`src/rtl/cfg_port_pkg.sv`:
```
package cfg_port_pkg;
   localparam int DATA_W = 8;
   typedef logic [DATA_W-1:0] cfg_byte_t;

   localparam cfg_byte_t RD_MISS     = 8'hFF;
   localparam cfg_byte_t RD_IDLE     = 8'h00;
   localparam cfg_byte_t DMA_WMASK   = 8'h3F;
   localparam cfg_byte_t FULL_WMASK  = 8'hFF;
   localparam cfg_byte_t REG_RST_VAL = 8'h00;

   function automatic cfg_byte_t slot_wmask(input int slot);
      return (slot == 0) ? DMA_WMASK : FULL_WMASK;
   endfunction
endpackage

```
`src/rtl/cfg_index_latch.sv`:
```
module cfg_index_latch
   import cfg_port_pkg::*;
(
   input  logic      clk,
   input  logic      rst_n,
   input  logic      sel_we,
   input  cfg_byte_t sel_din,
   input  logic      consume,
   output cfg_byte_t sel_q,
   output logic      sel_valid
);
   always_ff @(posedge clk) begin
      if (!rst_n) begin
         sel_q     <= '0;
         sel_valid <= 1'b0;
      end else if (sel_we) begin
         sel_q     <= sel_din;
         sel_valid <= 1'b1;
      end else if (consume) begin
         sel_valid <= 1'b0;
      end
   end

   AST_SEL_LOAD: assert property (@(posedge clk) disable iff (!rst_n)
      sel_we |=> (sel_valid && sel_q == $past(sel_din)));
   AST_SEL_CONSUMED: assert property (@(posedge clk) disable iff (!rst_n)
      (consume && !sel_we) |=> !sel_valid);
endmodule

```
`src/rtl/cfg_index_decode.sv`:
```
module cfg_index_decode
   import cfg_port_pkg::*;
#(
   parameter cfg_byte_t DMA_IDX     = 8'h01,
   parameter cfg_byte_t BANK_A_BASE = 8'h40,
   parameter int        BANK_A_CNT  = 16,
   parameter cfg_byte_t BANK_B_BASE = 8'h60,
   parameter int        BANK_B_CNT  = 5,
   parameter int        SLOT_W      = 5
)(
   input  cfg_byte_t         sel,
   output logic              hit,
   output logic [SLOT_W-1:0] slot
);
   localparam int A_LO = int'(BANK_A_BASE);
   localparam int A_HI = A_LO + BANK_A_CNT - 1;
   localparam int B_LO = int'(BANK_B_BASE);
   localparam int B_HI = B_LO + BANK_B_CNT - 1;
   localparam int D_IX = int'(DMA_IDX);

   generate
      if (BANK_A_CNT < 1 || BANK_B_CNT < 1)
         $error("cfg_index_decode: each run needs at least one register");
      if (A_HI > 255 || B_HI > 255)
         $error("cfg_index_decode: run exceeds the 8-bit select range");
      if (!(A_HI < B_LO || B_HI < A_LO))
         $error("cfg_index_decode: runs overlap");
      if ((D_IX >= A_LO && D_IX <= A_HI) || (D_IX >= B_LO && D_IX <= B_HI))
         $error("cfg_index_decode: DMA number collides with a run");
   endgenerate

   always_comb begin
      int s;
      s   = 0;
      hit = 1'b0;
      if (int'(sel) == D_IX) begin
         hit = 1'b1;
         s   = 0;
      end else if (int'(sel) >= A_LO && int'(sel) <= A_HI) begin
         hit = 1'b1;
         s   = 1 + int'(sel) - A_LO;
      end else if (int'(sel) >= B_LO && int'(sel) <= B_HI) begin
         hit = 1'b1;
         s   = 1 + BANK_A_CNT + int'(sel) - B_LO;
      end
      slot = SLOT_W'(s);
   end
endmodule

```
`src/rtl/cfg_reg_bank.sv`:
```
module cfg_reg_bank
   import cfg_port_pkg::*;
#(
   parameter int NREG   = 22,
   parameter int SLOT_W = 5
)(
   input  logic                   clk,
   input  logic                   rst_n,
   input  logic                   we,
   input  logic [SLOT_W-1:0]      slot,
   input  cfg_byte_t              wdata,
   output cfg_byte_t              rdata,
   output logic [NREG*DATA_W-1:0] regs_flat
);
   generate
      if (NREG > (1 << SLOT_W))
         $error("cfg_reg_bank: SLOT_W too narrow for NREG");
   endgenerate

   cfg_byte_t regs [NREG];

   for (genvar g = 0; g < NREG; g++) begin : g_slot
      localparam cfg_byte_t WMASK = slot_wmask(g);
      always_ff @(posedge clk) begin
         if (!rst_n)
            regs[g] <= REG_RST_VAL;
         else if (we && int'(slot) == g)
            regs[g] <= wdata & WMASK;
      end
      assign regs_flat[g*DATA_W +: DATA_W] = regs[g];
   end

   always_comb begin
      rdata = RD_MISS;
      for (int i = 0; i < NREG; i++)
         if (int'(slot) == i) rdata = regs[i];
   end

   AST_BANK_HOLD: assert property (@(posedge clk) disable iff (!rst_n)
      !we |=> $stable(regs_flat));
   AST_DMA_RSVD: assert property (@(posedge clk) disable iff (!rst_n)
      (we && slot == '0) |=> (regs_flat[DATA_W-1:DATA_W-2] == 2'b00));
endmodule

```
`src/rtl/cfg_index_port.sv`:
```
module cfg_index_port
   import cfg_port_pkg::*;
#(
   parameter int          ADDR_W      = 16,
   parameter logic [15:0] SEL_PORT    = 16'h0022,
   parameter logic [15:0] DATA_PORT   = 16'h0023,
   parameter cfg_byte_t   DMA_IDX     = 8'h01,
   parameter cfg_byte_t   BANK_A_BASE = 8'h40,
   parameter int          BANK_A_CNT  = 16,
   parameter cfg_byte_t   BANK_B_BASE = 8'h60,
   parameter int          BANK_B_CNT  = 5,
   localparam int         NREG        = 1 + BANK_A_CNT + BANK_B_CNT
)(
   input  logic                   clk,
   input  logic                   rst_n,
   input  logic [ADDR_W-1:0]      io_addr,
   input  logic                   io_wr,
   input  logic                   io_rd,
   input  logic [7:0]             io_wdata,
   output logic [7:0]             io_rdata,
   output logic [NREG*8-1:0]      cfg_regs_flat,
   output logic [1:0]             dma_ws16,
   output logic [1:0]             dma_ws8,
   output logic                   dma_memr_early,
   output logic                   dma_clk_full
);
   localparam int SLOT_W = (NREG > 1) ? $clog2(NREG) : 1;

   generate
      if (ADDR_W < 2 || ADDR_W > 16)
         $error("cfg_index_port: ADDR_W out of range");
      if (SEL_PORT == DATA_PORT)
         $error("cfg_index_port: select and data ports must differ");
   endgenerate

   logic              sel_we, data_wr, data_rd, consume;
   cfg_byte_t         sel_q;
   logic              sel_valid;
   logic              hit;
   logic [SLOT_W-1:0] slot;
   logic              bank_we;
   cfg_byte_t         bank_rd;

   assign sel_we  = io_wr && (io_addr == ADDR_W'(SEL_PORT));
   assign data_wr = io_wr && (io_addr == ADDR_W'(DATA_PORT));
   assign data_rd = io_rd && !io_wr && (io_addr == ADDR_W'(DATA_PORT));
   assign consume = data_wr || data_rd;

   cfg_index_latch u_sel (
      .clk       (clk),
      .rst_n     (rst_n),
      .sel_we    (sel_we),
      .sel_din   (io_wdata),
      .consume   (consume),
      .sel_q     (sel_q),
      .sel_valid (sel_valid)
   );

   cfg_index_decode #(
      .DMA_IDX     (DMA_IDX),
      .BANK_A_BASE (BANK_A_BASE),
      .BANK_A_CNT  (BANK_A_CNT),
      .BANK_B_BASE (BANK_B_BASE),
      .BANK_B_CNT  (BANK_B_CNT),
      .SLOT_W      (SLOT_W)
   ) u_dec (
      .sel  (sel_q),
      .hit  (hit),
      .slot (slot)
   );

   assign bank_we = data_wr && sel_valid && hit;

   cfg_reg_bank #(
      .NREG   (NREG),
      .SLOT_W (SLOT_W)
   ) u_bank (
      .clk       (clk),
      .rst_n     (rst_n),
      .we        (bank_we),
      .slot      (slot),
      .wdata     (io_wdata),
      .rdata     (bank_rd),
      .regs_flat (cfg_regs_flat)
   );

   always_comb begin
      if (!data_rd)
         io_rdata = RD_IDLE;
      else if (sel_valid && hit)
         io_rdata = bank_rd;
      else
         io_rdata = RD_MISS;
   end

   assign dma_ws16       = cfg_regs_flat[5:4];
   assign dma_ws8        = cfg_regs_flat[3:2];
   assign dma_memr_early = cfg_regs_flat[1];
   assign dma_clk_full   = cfg_regs_flat[0];

   AST_STALE_READ: assert property (@(posedge clk) disable iff (!rst_n)
      (data_rd && !sel_valid) |-> (io_rdata == RD_MISS));
   AST_MISS_NO_WRITE: assert property (@(posedge clk) disable iff (!rst_n)
      (data_wr && !hit) |=> $stable(cfg_regs_flat));
   AST_OTHER_PORT: assert property (@(posedge clk) disable iff (!rst_n)
      (!sel_we && !consume) |=> ($stable(sel_valid) && $stable(sel_q)));
endmodule

```
`config.mk`:
```
export PLATFORM = sky130hd
export DESIGN_NAME = cfg_index_port
export DESIGN_NICKNAME = d
export VERILOG_FILES = /design/src/rtl/cfg_port_pkg.sv /design/src/rtl/cfg_index_latch.sv /design/src/rtl/cfg_index_decode.sv /design/src/rtl/cfg_reg_bank.sv /design/src/rtl/cfg_index_port.sv
export SDC_FILE = /design/constraint.sdc
export NUM_CORES = 1
export LEC_CHECK = 0
export BUFFER_PORTS_ARGS = -buffer_cell sky130_fd_sc_hd__buf_2
export CELL_PAD_IN_SITES_DETAIL_PLACEMENT = 0
export CELL_PAD_IN_SITES_GLOBAL_PLACEMENT = 1
export CORE_MARGIN = 5
export CORE_UTILIZATION = 30
export DETAILED_ROUTE_END_ITERATION = 10
export GPL_ROUTABILITY_DRIVEN = 0
export PLACE_DENSITY = 0.7
export SYNTH_ARGS = -nofsm -noshare
export SYNTH_HDL_FRONTEND = slang
export SYNTH_SLANG_ARGS = --single-unit
```
`constraint.sdc`:
```
create_clock -name clk -period 4.5 [get_ports clk]
set_clock_uncertainty 0.15 [all_clocks]
set_input_delay 0.675 -clock clk [delete_from_list [all_inputs] [get_ports clk]]
set_output_delay 0.675 -clock clk [all_outputs]
set_load 0.01 [all_outputs]
```
# Yosys cells after proc, flatten, opt, wreduce, memory -nomap -nowiden
# Memories as Yosys holds them, arrays and structs flattened.
# Index checks and enable logic that the tools add are counted.
word_totals:
  ramBits: 176
  output_inout_bits: 190
  regBits: 9
  memories: 1
  latchBits: 0
  inputBits: 28
  word_cells: 213
  rom_bits: 0
mem_list:
  columns: ["memory", "words", "word_bits", "read_ports", "rd_ports_with_merged_regs", "write_ports", "line_no", "rtl"]
  rows:
  - ["u_bank.regs", 22, 8, 22, 0, 22, "cfg_reg_bank.sv:20", "cfg_byte_t regs [NREG];"]
op_classes:
  mul: 0
  eq_ne: 24
  muxes: 121
  bitwise_logic: 22
  n_addsub: 4
  n_reduce_logical: 35
  shift: 0
  div_mod_pow: 0
  order_cmp: 4
op_table:
  columns: ["cell", "n"]
  rows:
  - ["2-to-1 mux 8 bit", 46]
  - ["2-to-1 mux 1 bit", 72]
  - ["== test 5 bit, second input constant", 14]
  - ["== test 16 x 6 -> 1 bit, second input constant", 2]
  - ["logical AND 1 bit", 31]
  - ["bitwise OR 1 bit", 22]
  - ["== test 5 x 4 -> 1 bit, second input constant", 4]
  - ["greater-or-equal comparator 8 x 7 -> 1 bit, second input constant", 2]
  - ["<= comparator 8 x 7 -> 1 bit, second input constant", 2]
  - ["2-to-1 mux 5 bit", 3]
  - ["== test 5 x 3 -> 1 bit, second input constant", 2]
  - ["subtractor 5 x 1 -> 5 bit, second input constant", 2]
  - ["== test 8 x 2 -> 1 bit, second input constant", 1]
  - ["adder 1 x 5 -> 5 bit, first input constant", 1]
  - ["adder 5 bit, first input constant", 1]
  - ["== test 5 x 2 -> 1 bit, second input constant", 1]
  - ["logical NOT 5 bit", 1]
  - ["nonzero test 2 bit", 1]
  - ["logical NOT 1 bit", 1]
  - ["logical OR 1 bit", 1]

# Longest topological paths before layout
# Gate-level depths: netlist of the first run.
logic_depth:
  depth_word: 30
  depth_mapped: 13

# Cells and area by module
# From an unflattened synthesis of the first run, not the netlist that was laid out.
unflattened:
  cells_unflattened: 816
  hier_area_um2: 9506.6
modules_own_cells:
  columns: ["mod", "n_inst", "area_each_um2", "cells_per_inst"]
  rows:
  - ["cfg_reg_bank", 1, 8783.4, 735]
  - ["cfg_index_latch", 1, 335.3, 28]
  - ["cfg_index_port", 1, 217.7, 27]
  - ["cfg_index_decode", 1, 170.2, 26]

# Worst setup path after synthesis of the first run
# Ideal clock, no wire load.
synth_timing:
  kind: "reg2out"
  start: "register u_sel.sel_q[0]"
  end: "output io_rdata[0]"
  path_buffers: 1
  path_stages_with_launch: 12
  t_required_ns: 3.675
  arrival_ns: 2.902
  slack_ns: 0.773
  cell_sequence: "dfxtp_1 > clkbuf_2 > inv_1 > ha_1 > and3b_1 > nor4_1 > nand4_1 > o22ai_1 > or3_1 > or4_1 > o21a_1 > o32ai_2"
synth_via:
  elab_chain_len: 30
  elab_cells_between_ends: 64
  cone_classes: "add/sub (4); order compare (4); eq/ne (22); mux (30); reduce/logical (4)"
synth_rtl:
  columns: ["item", "line_no", "rtl"]
  rows:
  - ["start, declared", "cfg_index_latch.sv:9", "output cfg_byte_t sel_q,"]
  - ["start signal, assigned", "cfg_index_latch.sv:17", "sel_q <= sel_din;"]
  - ["adder 5 bit, or another cell as far along", "cfg_index_decode.sv:44", "s = 1 + BANK_A_CNT + int'(sel) - B_LO;"]
  - ["subtractor 5 x 1 -> 5 bit or logical AND 1 bit (tied branches)", "cfg_index_decode.sv:44, cfg_index_decode.sv:42", null]
  - ["2-to-1 mux 5 bit", "cfg_index_decode.sv:42", "end else if (int'(sel) >= B_LO && int'(sel) <= B_HI) begin"]
  - ["2-to-1 mux 5 bit", "cfg_index_decode.sv:39", "end else if (int'(sel) >= A_LO && int'(sel) <= A_HI) begin"]
  - ["2-to-1 mux 5 bit", "cfg_index_decode.sv:36", "if (int'(sel) == D_IX) begin"]
  - ["logical NOT 5 bit", "cfg_reg_bank.sv:36", "if (int'(slot) == i) rdata = regs[i];"]
  - ["2-to-1 mux 8 bit (22 in a row)", "cfg_reg_bank.sv:36", null]
  - ["2-to-1 mux 8 bit *", "cfg_index_port.sv:90", "else if (sel_valid && hit)"]
  - ["2-to-1 mux 8 bit *", "cfg_index_port.sv:88", "if (!data_rd)"]
  - ["end, declared", "cfg_index_port.sv:20", "output logic [7:0] io_rdata,"]
# Every way passes the cells marked *; elsewhere a longest branch is shown, timed or not.

# Worst setup path in the final report of the first run
layout_timing:
  start: "register u_sel.sel_q[5]"
  end: "output io_rdata[3]"
layout_via:
  elab_chain_len: 30
  elab_cells_between_ends: 60
  cone_classes: "order compare (4); eq/ne (22); mux (30); reduce/logical (4)"
layout_rtl:
  columns: ["item", "line_no"]
  rows:
  - ["greater-or-equal comparator 8 x 7 -> 1 bit or <= comparator 8 x 7 -> 1 bit (tied branches)", "cfg_index_decode.sv:42"]
  - ["logical AND 1 bit", "cfg_index_decode.sv:42"]
  - ["2-to-1 mux 5 bit", "cfg_index_decode.sv:42"]
  - ["2-to-1 mux 5 bit", "cfg_index_decode.sv:39"]
  - ["2-to-1 mux 5 bit", "cfg_index_decode.sv:36"]
  - ["logical NOT 5 bit", "cfg_reg_bank.sv:36"]
  - ["2-to-1 mux 8 bit (22 in a row)", "cfg_reg_bank.sv:36"]
  - ["2-to-1 mux 8 bit *", "cfg_index_port.sv:90"]
  - ["2-to-1 mux 8 bit *", "cfg_index_port.sv:88"]
# Marked as above.

==> impl_metrics.py, run 1 <==
metrics = {
    "clock_tree": {
        "cts_buffers": 17,
        "cts_tree": "built",
        "clock_sink_count": 183,
        "path_clk_slew_ps": 70,
        "clk_latency_ps": 440,
        "clk_path_buf_depth": 2,
        "hold_buffers": 0,
        "cts_root_buf": "clkbuf_16",
        "htreeDepth": 4,
    },
    "worst_setup_path": {
        "cp-end-kind": "output port",
        "critPathLaunchType": "flip-flop",
        "rr_worst_depth": 8,
        "crit_slowest_cell": "a21oi_1",
        "cp-startpoint": "u_sel.sel_q[5]",
        "crit_type": "reg -> out",
        "arrival_ps": 3610,
        "worst-path-buf-inv": 2,
        "regToRegEndpoint": "u_bank.regs[1][20]",
        "rrSetupSlack_ps": 1210,
        "crit_cells": 10,
        "r2r-start": "u_sel.sel_q[7]",
        "path_cells": "or3b_4, a21oi_1, nor2_2, o2111ai_1, a21oi_1, o21ai_0, a31oi_1, o21ai_0, buf_4, buf_2",
        "critPathMaxFanout": 9,
        "critPathCapture": "io_rdata[3]",
        "worst_path_largest_cell_delay_ps": 590,
        "crit_family": "compound AO/OA/AOI/OAI gates",
        "worstPathRequired_ps": 3670,
    },
    "cells_and_area": {
        "multi_input_area_sq_mm": 0.00351,
        "final_util_pct": 39.4,
        "regArea_sq_mm": 0.00542,
        "finalNetCount": 1071,
        "syn_to_final_growth_pct": 28.8,
        "diodes": 0,
        "fillCellCount": 2912,
        "post-route-cell-area_sq_mm": 0.0117,
        "drive_above_1_share_pct": 36.4,
    },
    "sta": {
        "setup_viol": 0,
        "tightest_slew_ps": 763,
        "tns_ps": 0,
        "fmax_mhz": 226,
        "slew_violations": 0,
        "fin_crit_sh_pct": 98.5,
        "hold_violations": 0,
        "rsz0062_at_grt": "false",
        "slew_headroom_pct": 48.7,
        "setup_slack_ps": 66.3,
        "fin_crit_ps": 4430,
    },
    "detailed_routing": {
        "drc": 0,
        "drt-met1-wl_um": 15200,
        "num_vias": 8244,
        "drt_iter0_drc": 1185,
        "highest_layer": "met5",
        "wl_met3_um": 3860,
        "dr_wl_met2_um": 17900,
        "viasPerCell": 5.71,
        "drt_pre_antenna_iters": 5,
        "drt_wl_total_um": 38700,
        "avgRoutedWirePerCell_um": 26.8,
        "ant_nets": 0,
    },
    "global_route": {
        "grt_max_degree": 95,
        "grt_overflow": 0,
        "grt_pass1_wl_um": 54300,
        "track_usage_pct": 21.9,
        "antenna_found_initial": 1,
        "grt_pass1_vias": 7969,
    },
    "floorplanning": {
        "io_pins": 218,
        "dieHeight_um": 184,
        "initial_core_util_pct": 30.6,
        "core_sq_mm": 0.0298,
        "rows": 63,
        "chipWidth_um": 184,
        "dieArea_sq_mm": 0.0340,
    },
    "synth": {
        "ys_warn_count": 0,
        "synth_seq_cells": 183,
        "synth_ff_type": "edfxtp_1",
        "avgSynthCellArea_sq_um": 11.7,
        "async_flop_share_pct": 0,
        "synth_edf_count": 174,
        "synth_seq_area_share_pct": 59.3,
        "synth_cells": 782,
        "synth_cell_types": 75,
        "syn_area_sq_mm": 0.00912,
    },
    "placed_design": {
        "io_buffers": 215,
        "place_area_sq_mm": 0.0110,
        "hpwl_um": 28800,
        "place_ws_ps": 144,
    },
    "outcome": {
        "status": "finished clean",
    },
    "hold_path": {
        "hold_class": "reg -> reg",
    },
    "power": {
        "peakVddDrop_mv": 0.207,
        "powerDensity_mw_per_mm2": 316,
        "power_leakage_nw": 4.76,
    },
    "job": {
        "drv_cap": 0,
    },
}
what timing repair did:
item                                    CTS  global route
pin swaps                                 0             7
setup buffers                             4             8
gates resized for setup                  11            23
hold endpoints to repair                  0             0
endpoints found under the setup margin    7             7
synthesized netlist by cell type (3+ instances only):
master | count | area (sq um)
a21o_1 | 3 | 22.5
a21oi_1 | 18 | 90.1
a221o_1 | 5 | 50.1
a221oi_1 | 8 | 70.1
a22oi_1 | 4 | 30.0
a31oi_1 | 4 | 25.0
a32oi_1 | 3 | 26.3
and2_1 | 83 | 519
and3_1 | 95 | 594
buf_2 | 8 | 40.0
buf_4 | 8 | 60.1
clkbuf_1 | 44 | 165
dfxtp_1 | 9 | 180
edfxtp_1 | 174 | 5230
ha_1 | 3 | 37.5
inv_1 | 12 | 45.0
mux2_2 | 3 | 33.8
mux2i_1 | 9 | 90.1
nand2_1 | 20 | 75.1
nand3_1 | 11 | 55.1
nand4_1 | 12 | 75.1
nor2_1 | 54 | 203
nor3_1 | 10 | 50.1
nor3b_1 | 3 | 22.5
nor4_1 | 10 | 62.6
o2111ai_1 | 7 | 61.3
o21ai_0 | 37 | 185
o221a_2 | 3 | 33.8
o221ai_1 | 12 | 105
o22a_1 | 3 | 26.3
o22ai_1 | 31 | 194
o31ai_1 | 3 | 22.5
o32ai_1 | 5 | 43.8
or2_2 | 6 | 37.5
or3_1 | 7 | 43.8
or4_1 | 4 | 30.0
worst register-to-register path, stage by stage (launching register included):
cell and delay, ps:
dfxtp_1 340, or2_2 380, nor4_1 660, o21a_1 270
nand3_1 90, buf_4 240, nor2_4 110, buf_4 590
and3_1 320
metrics by stage:
stage	std cells	total power [mW]	hold WS (ps)
CTS	1435	3.72	368
global placement	1399	2.32	353
floorplan	783	2.11	325
finish	1443	3.71	375
detailed placement	1399	2.32	355
global route	1443	3.81	402
sequential cells by signal (all words and copies together) (netlist names):
name and count:
u_sel.sel_q 8, u_bank.regs 174, u_sel.sel_valid 1
power by group:
part / leakage, nW / total [mW] / internal [mW] / switching, mW
logic: 2.76 / 0.253 / 0.0868 / 0.167
registers: 1.73 / 2.03 / 1.94 / 0.0892
clock network: 0.263 / 1.43 / 0.724 / 0.706
cell type report:
cell class	count	share of cell area [%]
multi-input combinational	523	29.8
sequential	183	46.1
timing repair buffer	302	14.8
inverter	13	0.415
tap	390	4.15
clock inverter	14	1.03
clock buffer	18	3.65
worst min-delay path by stage:
stage / startpoint / depth (start not counted) / to / slack [ps]
2_1_floorplan: u_sel.sel_valid / 2 / u_sel.sel_valid / 320
6_report: u_sel.sel_valid / 2 / u_sel.sel_valid / 370
3_5_place_dp: u_sel.sel_valid / 2 / u_sel.sel_valid / 350
3_3_place_gp: u_sel.sel_valid / 2 / u_sel.sel_valid / 350
4_1_cts: u_sel.sel_valid / 2 / u_sel.sel_valid / 370
5_1_grt: u_sel.sel_valid / 2 / u_sel.sel_valid / 400
layout by cell type, fill, tap and decap left out, drive strengths merged, types with 8 or more instances in the layout:
cell and count:
buf 302, edfxtp 174, and3 96, and2 83, nor2 55, o21ai 39
o22ai 31, nand2 20, a21oi 18, clkbuf 18, inv 18, nand4 13
o221ai 12, nor4 11, nand3 11, nor3 11, mux2i 9, o2111ai 9
dfxtp 9, a221oi 8
routing by layer:
metal  track usage (%)  vias to the layer above
met5                 0                        -
met4              8.93                        2
met3              4.91                      107
met2              35.5                      578
met1              28.6                     4009
li1                  -                     3548
logic make-up after synthesis:
logic type                 Yosys count  synth area share, %
xor gates and xnor gates             1               0.0960
other                                1               0.0411
DFF                                183                 59.3
buffers and inverters               77                 3.80
adders and majority gates            3                0.412
and+or+nand+nor                    332                 21.1
AOI/OAI and AO/OA                  173                 13.9
muxes                               12                 1.36
Note: power is estimated with default switching activity, not from simulation.
==> run 2, diff against run 1 <==
- CELL_PAD_IN_SITES_DETAIL_PLACEMENT: 0 -> not set
- CELL_PAD_IN_SITES_GLOBAL_PLACEMENT: 1 -> not set
- PLACE_DENSITY: 0.7 -> 0.6
==> run 2 against run 1 <==
  * Die area unchanged
  * Maximum frequency about the same
  * Critical path depth increased by 1
  * Wire length decreased by 1.1%
  * Cell count decreased by 0.69%
  * Design area decreased by 0.23%
  * Global-route usage decreased by 0.17 points
  * Critical endpoint is now io_rdata[1]
  * Highest routed layer is now met4
==> impl_metrics.py, run 2 (synthesis gave the netlist of run 1 again) <==
metrics = {
    "sta": {
        "setup_slack_ps": 65.6,
        "setup_viol": 0,
        "tns_ps": 0,
        "fmax_mhz": 226,
        "slew_headroom_pct": 45.4,
        "slew_violations": 0,
        "tightest_slew_ps": 813,
        "hold_violations": 0,
        "fin_crit_ps": 4430,
        "fin_crit_sh_pct": 98.5,
    },
    "placed_design": {
        "hpwl_um": 28000,
        "place_ws_ps": 128,
        "io_buffers": 215,
    },
    "worst_setup_path": {
        "cp-end-kind": "output port",
        "worst_path_largest_cell_delay_ps": 540,
        "crit_slowest_cell": "or4_1",
        "rrSetupSlack_ps": 1110,
        "worstPathRequired_ps": 3670,
        "crit_family": "compound AO/OA/AOI/OAI gates",
        "crit_type": "reg -> out",
        "r2r-start": "u_sel.sel_q[0]",
        "critPathMaxFanout": 12,
        "regToRegEndpoint": "u_bank.regs[2][39]",
        "crit_cells": 11,
        "worst-path-buf-inv": 4,
        "path_cells": "buf_4, a21boi_0, nand3_1, or4_1, buf_4, and3_1, a221oi_1, buf_4, nor4_2, o221a_2, buf_2",
        "critPathLaunchType": "flip-flop",
        "rr_worst_depth": 10,
        "arrival_ps": 3610,
        "cp_common_cell": "buf_4",
    },
    "cells_and_area": {
        "final_util_pct": 39.3,
        "drive_above_1_share_pct": 35.6,
        "final_common_cell": "buf_2",
        "largest_reg_flops": 174,
        "syn_to_final_growth_pct": 28.5,
        "largestRegisters": "u_bank.regs (174), u_sel.sel_q (8), u_sel.sel_valid (1)",
        "final_cell_mix": "215 x buf_2, 174 x edfxtp_1, 95 x and3_1, 83 x and2_1, 73 x buf_4",
        "largest_register": "u_bank.regs",
        "fillCellCount": 2943,
        "finalNetCount": 1060,
    },
    "hold_path": {
        "hold_class": "reg -> reg",
        "hp-start": "u_sel.sel_valid",
        "min_path_cells": 2,
        "min_to": "u_sel.sel_valid",
    },
    "outcome": {
        "status": "finished clean",
    },
    "floorplanning": {
        "initial_core_util_pct": 30.6,
        "dieArea_sq_mm": 0.0340,
        "dieHeight_um": 184,
        "io_pins": 218,
        "core_sq_mm": 0.0298,
        "rows": 63,
        "chipWidth_um": 184,
    },
    "clock_tree": {
        "clk_latency_ps": 440,
        "clock_sink_count": 183,
        "hold_buffers": 0,
        "cts_root_buf": "clkbuf_16",
        "htreeDepth": 4,
        "clk_path_buf_depth": 2,
        "cts_buffers": 17,
        "path_clk_slew_ps": 70,
        "cts_tree": "built",
    },
    "power": {
        "powerDensity_mw_per_mm2": 326,
        "p_seq_share_pct": 53.0,
        "power_leakage_nw": 4.74,
        "switchingPower_uw": 964,
        "peakVddDrop_mv": 0.211,
        "pwr-share-comb_pct": 6.5,
        "p_int_mw": 2.86,
        "switching_share_pct": 25.2,
        "power.share.clock_pct": 40.4,
    },
    "detailed_routing": {
        "drt_iter0_drc": 1392,
        "ant_nets": 0,
        "num_vias": 8327,
        "viasPerCell": 5.81,
        "drt_pre_antenna_iters": 6,
        "drc": 0,
        "drt_wl_total_um": 38300,
        "avgRoutedWirePerCell_um": 26.7,
    },
    "global_route": {
        "antenna_found_initial": 1,
        "grt_overflow": 0,
        "track_usage_pct": 21.8,
        "grt_pass1_wl_um": 54000,
        "grt_pass1_vias": 7774,
        "grt_max_degree": 61,
    },
    "job": {
        "drv_cap": 0,
    },
}
run 2: worst max-delay path by stage:
| stage | from | to | slack (ps) |
|---|---|---|---|
| 6_report | u_sel.sel_q[3] | io_rdata[1] | 70 |
| 5_1_grt | u_sel.sel_q[0] | io_rdata[0] | -3 |
| 4_1_cts | u_sel.sel_q[3] | io_rdata[6] | 20 |
| 3_5_place_dp | io_addr[4] | io_rdata[7] | 130 |
| 3_3_place_gp | io_addr[4] | io_rdata[7] | 200 |
| 2_1_floorplan | u_sel.sel_q[0] | io_rdata[0] | 770 |
run 2: final cells by class:
cell class | instances | area (sq um) | area share [%]
Sequential cell | 183 | 5420 | 46.2
Multi-Input combinational cell | 523 | 3500 | 29.8
Timing Repair Buffer | 291 | 1680 | 14.3
Tap cell | 390 | 488 | 4.16
Clock buffer | 18 | 429 | 3.66
Clock inverter | 14 | 163 | 1.39
Inverter | 13 | 48.8 | 0.416
Antenna cell | 1 | 2.50 | 0.0214
run 2: metrics by stage:
stage | cell area (sq um) | power [mW] | std cells | hold WS [ps]
finish | 11700 | 3.83 | 1433 | 383
global route | 11700 | 3.92 | 1432 | 432
CTS | 11500 | 3.83 | 1422 | 384
detailed placement | 10900 | 2.31 | 1390 | 372
global placement | 10900 | 2.31 | 1390 | 368
floorplan | 9130 | 2.11 | 783 | 325
run 2: timing repair:
action                     in CTS  in global routing
resized for setup              11                 19
setup buffers                   0                 10
setup endpoints to repair       7                  8
pin swaps                       1                  4
cloned                          0                  0
run 2: worst reg2reg max path: cells and delay by family (launching register included):
kind / cells / cell delay (ps)
AOI/OAI and AO/OA: 1 / 300
adders and majority gates: 1 / 180
buffers and inverters: 3 / 840
DFF: 1 / 390
and+or+nand+nor: 5 / 1430
run 2: metal layers:
| metal | global-route usage [%] | part of all wire [%] | up-vias | wire, um |
|---|---|---|---|---|
| li1 | - | - | 3516 | - |
| met1 | 29.1 | 39 | 4061 | 14700 |
| met2 | 34.4 | 47 | 640 | 17800 |
| met3 | 4.56 | 11 | 110 | 4160 |
| met4 | 9.14 | 4.1 | 0 | 1560 |
| met5 | 0 | 0 | - | 0 |
run 2: power by group through the flow:
stage | clock, mW | combinational (mW) | sequential (mW)
2_1_floorplan | 0 | 0.0552 | 2.06
4_1_cts | 1.55 | 0.251 | 2.03
5_1_grt | 1.62 | 0.264 | 2.03
6_report | 1.55 | 0.249 | 2.03
3_5_place_dp | 0 | 0.250 | 2.06
3_3_place_gp | 0 | 0.247 | 2.07
==> run 3, diff against run 2 <==
- REMOVE_ABC_BUFFERS: not set -> 1
==> run 3 against run 2 <==
  * Register-to-register slack better by 60 ps
  * First-iteration DRC count shrank 8.0%
  * Count of clock-buffer cells in the layout down 1
  * Non-clock buffer count rose by 12
  * Worst hold slack better by 21 ps
  * Die area stayed put
  * Critical path depth increased by 3
  * Sequential cell count unchanged
  * Cell count grew 0.77%
  * Critical endpoint is now io_rdata[0]
  * Largest power group unchanged
==> impl_metrics.py, run 3 (synthesis gave the netlist of run 1 again) <==
metrics = {
    "worst_setup_path": {
        "crit_slowest_cell": "or4_4",
        "crit_family": "simple AND/OR/NAND/NOR gates",
        "cp-end-kind": "output port",
        "r2r-start": "u_sel.sel_q[0]",
        "arrival_ps": 3610,
        "regToRegEndpoint": "u_bank.regs[0][59]",
        "rrSetupSlack_ps": 1170,
        "critPathLaunchType": "flip-flop",
        "worstPathRequired_ps": 3670,
        "critPathMaxFanout": 9,
        "path_cells": "inv_1, ha_4, buf_6, nand2b_4, nor4_1, buf_4, nand4_1, buf_6, o22ai_1, or3_4, or4_4, o21a_1, o32ai_2, buf_2",
        "cp_common_cell": "buf_6",
        "rr_worst_depth": 10,
        "worst_path_largest_cell_delay_ps": 560,
        "worst-path-buf-inv": 5,
        "crit_type": "reg -> out",
    },
    "sta": {
        "tns_ps": 0,
        "tightest_slew_ps": 824,
        "hold_violations": 0,
        "slew_violations": 0,
        "fin_crit_sh_pct": 98.6,
        "fmax_mhz": 225,
        "fin_crit_ps": 4440,
        "setup_viol": 0,
        "slew_headroom_pct": 44.5,
        "rsz0062_at_grt": "false",
    },
    "cells_and_area": {
        "fillCellCount": 2910,
        "final_cells": 1444,
        "drive_above_1_share_pct": 36.2,
        "largestRegisters": "u_bank.regs (174), u_sel.sel_q (8), u_sel.sel_valid (1)",
        "final_cell_mix": "215 x buf_2, 174 x edfxtp_1, 95 x and3_1, 84 x buf_4, 83 x and2_1",
        "largest_register": "u_bank.regs",
        "finalNetCount": 1072,
        "syn_to_final_growth_pct": 28.9,
        "largest_reg_flops": 174,
        "final_common_cell": "buf_2",
        "diodes": 0,
    },
    "detailed_routing": {
        "avgRoutedWirePerCell_um": 25.9,
        "viasPerCell": 5.65,
        "drt_pre_antenna_iters": 5,
        "num_vias": 8154,
        "drt_iter0_drc": 1280,
        "drc": 0,
        "drt_wl_total_um": 37400,
        "ant_nets": 0,
    },
    "job": {
        "drv_cap": 0,
    },
    "power": {
        "power_leakage_nw": 4.77,
        "peakVddDrop_mv": 0.218,
        "total_power_mw": 3.73,
        "powerDensity_mw_per_mm2": 317,
    },
    "hold_path": {
        "hp-start": "u_sel.sel_q[7]",
        "min_path_cells": 2,
        "min_to": "u_sel.sel_q[7]",
        "hold_class": "reg -> reg",
    },
    "clock_tree": {
        "cts_tree": "built",
        "htreeDepth": 4,
        "clock_sink_count": 183,
        "clk_latency_ps": 440,
        "cts_root_buf": "clkbuf_16",
        "clk_path_buf_depth": 2,
        "cts_buffers": 17,
        "path_clk_slew_ps": 70,
        "hold_buffers": 0,
    },
    "outcome": {
        "status": "finished clean",
    },
    "floorplanning": {
        "chipWidth_um": 184,
        "io_pins": 218,
        "rows": 63,
        "dieHeight_um": 184,
        "core_sq_mm": 0.0298,
        "initial_core_util_pct": 30.6,
        "dieArea_sq_mm": 0.0340,
    },
    "placed_design": {
        "placed_cells": 1400,
        "hpwl_um": 27900,
        "io_buffers": 215,
    },
    "global_route": {
        "grt_overflow": 0,
        "grt_max_degree": 78,
        "grt_pass1_wl_um": 53200,
        "antenna_found_initial": 0,
        "grt_pass1_vias": 7834,
        "track_usage_pct": 21.2,
    },
}
-- run 3: cell count changes in the layout (fill, tap and decap cells not counted), sizes merged --
cell / delta
clkbuf: -1
buf: +12
clkinvlp: +2
clkinv: +1
diode: -1
bufinv: -2
-- run 3: how the worst max path moves through the flow --
stage	startpoint	end	slack, ps	cells past startpoint
6_report	u_sel.sel_q[1]	io_rdata[0]	60	14
4_1_cts	u_sel.sel_q[1]	io_rdata[0]	3	14
3_3_place_gp	io_addr[3]	io_rdata[2]	160	8
3_5_place_dp	u_sel.sel_q[1]	io_rdata[2]	190	12
5_1_grt	u_sel.sel_q[1]	io_rdata[0]	4	14
2_1_floorplan	u_sel.sel_q[0]	u_bank.regs[0][0]	-150	8
-- run 3: where the power goes --
part / switching [mW] / internal [mW] / total (mW) / leakage, nW
sequential: 0.0830 / 1.94 / 2.02 / 1.73
combinational: 0.165 / 0.0856 / 0.250 / 2.77
clock: 0.729 / 0.731 / 1.46 / 0.269
total: 0.976 / 2.76 / 3.73 / 4.77
-- run 3: layer usage --
metal | up-vias | share of wire (%) | track usage [%]
li1 | 3541 | - | -
met1 | 4015 | 41 | 28.9
met2 | 526 | 46 | 33.9
met3 | 72 | 9.1 | 4.36
met4 | 0 | 3.0 | 6.60
met5 | - | 0 | 0
-- run 3: cell type report --
class                           count  area, sq um  area share (%)
Inverter                           13         48.8           0.415
Clock buffer                       17          425            3.62
Timing Repair Buffer              303         1760            15.0
Multi-Input combinational cell    523         3480            29.6
Sequential cell                   183         5410            46.1
Clock inverter                     15          136            1.16
Tap cell                          390          488            4.15
-- run 3: repair_timing --
action,in CTS,in global routing
setup endpoints to repair,6,7
setup buffers,6,6
pin swaps,4,4
gates resized for setup,13,17
-- run 3: through the flow --
step	setup slack, ps	hold slack (ps)	utilization (%)	cell area (sq um)
2_1_floorplan	-154	325	-	8830
3_3_place_gp	156	373	36.9	11000
3_5_place_dp	186	386	36.9	11000
4_1_cts	3.22	400	39.0	11600
5_1_grt	3.85	453	39.5	11800
6_report	62.6	404	39.5	11800
-- run 3: tightest hold or removal path: stages (launching register included) --
cell	delay [ps]
dfxtp_1	340
mux2i_1	130
nor2_1	50
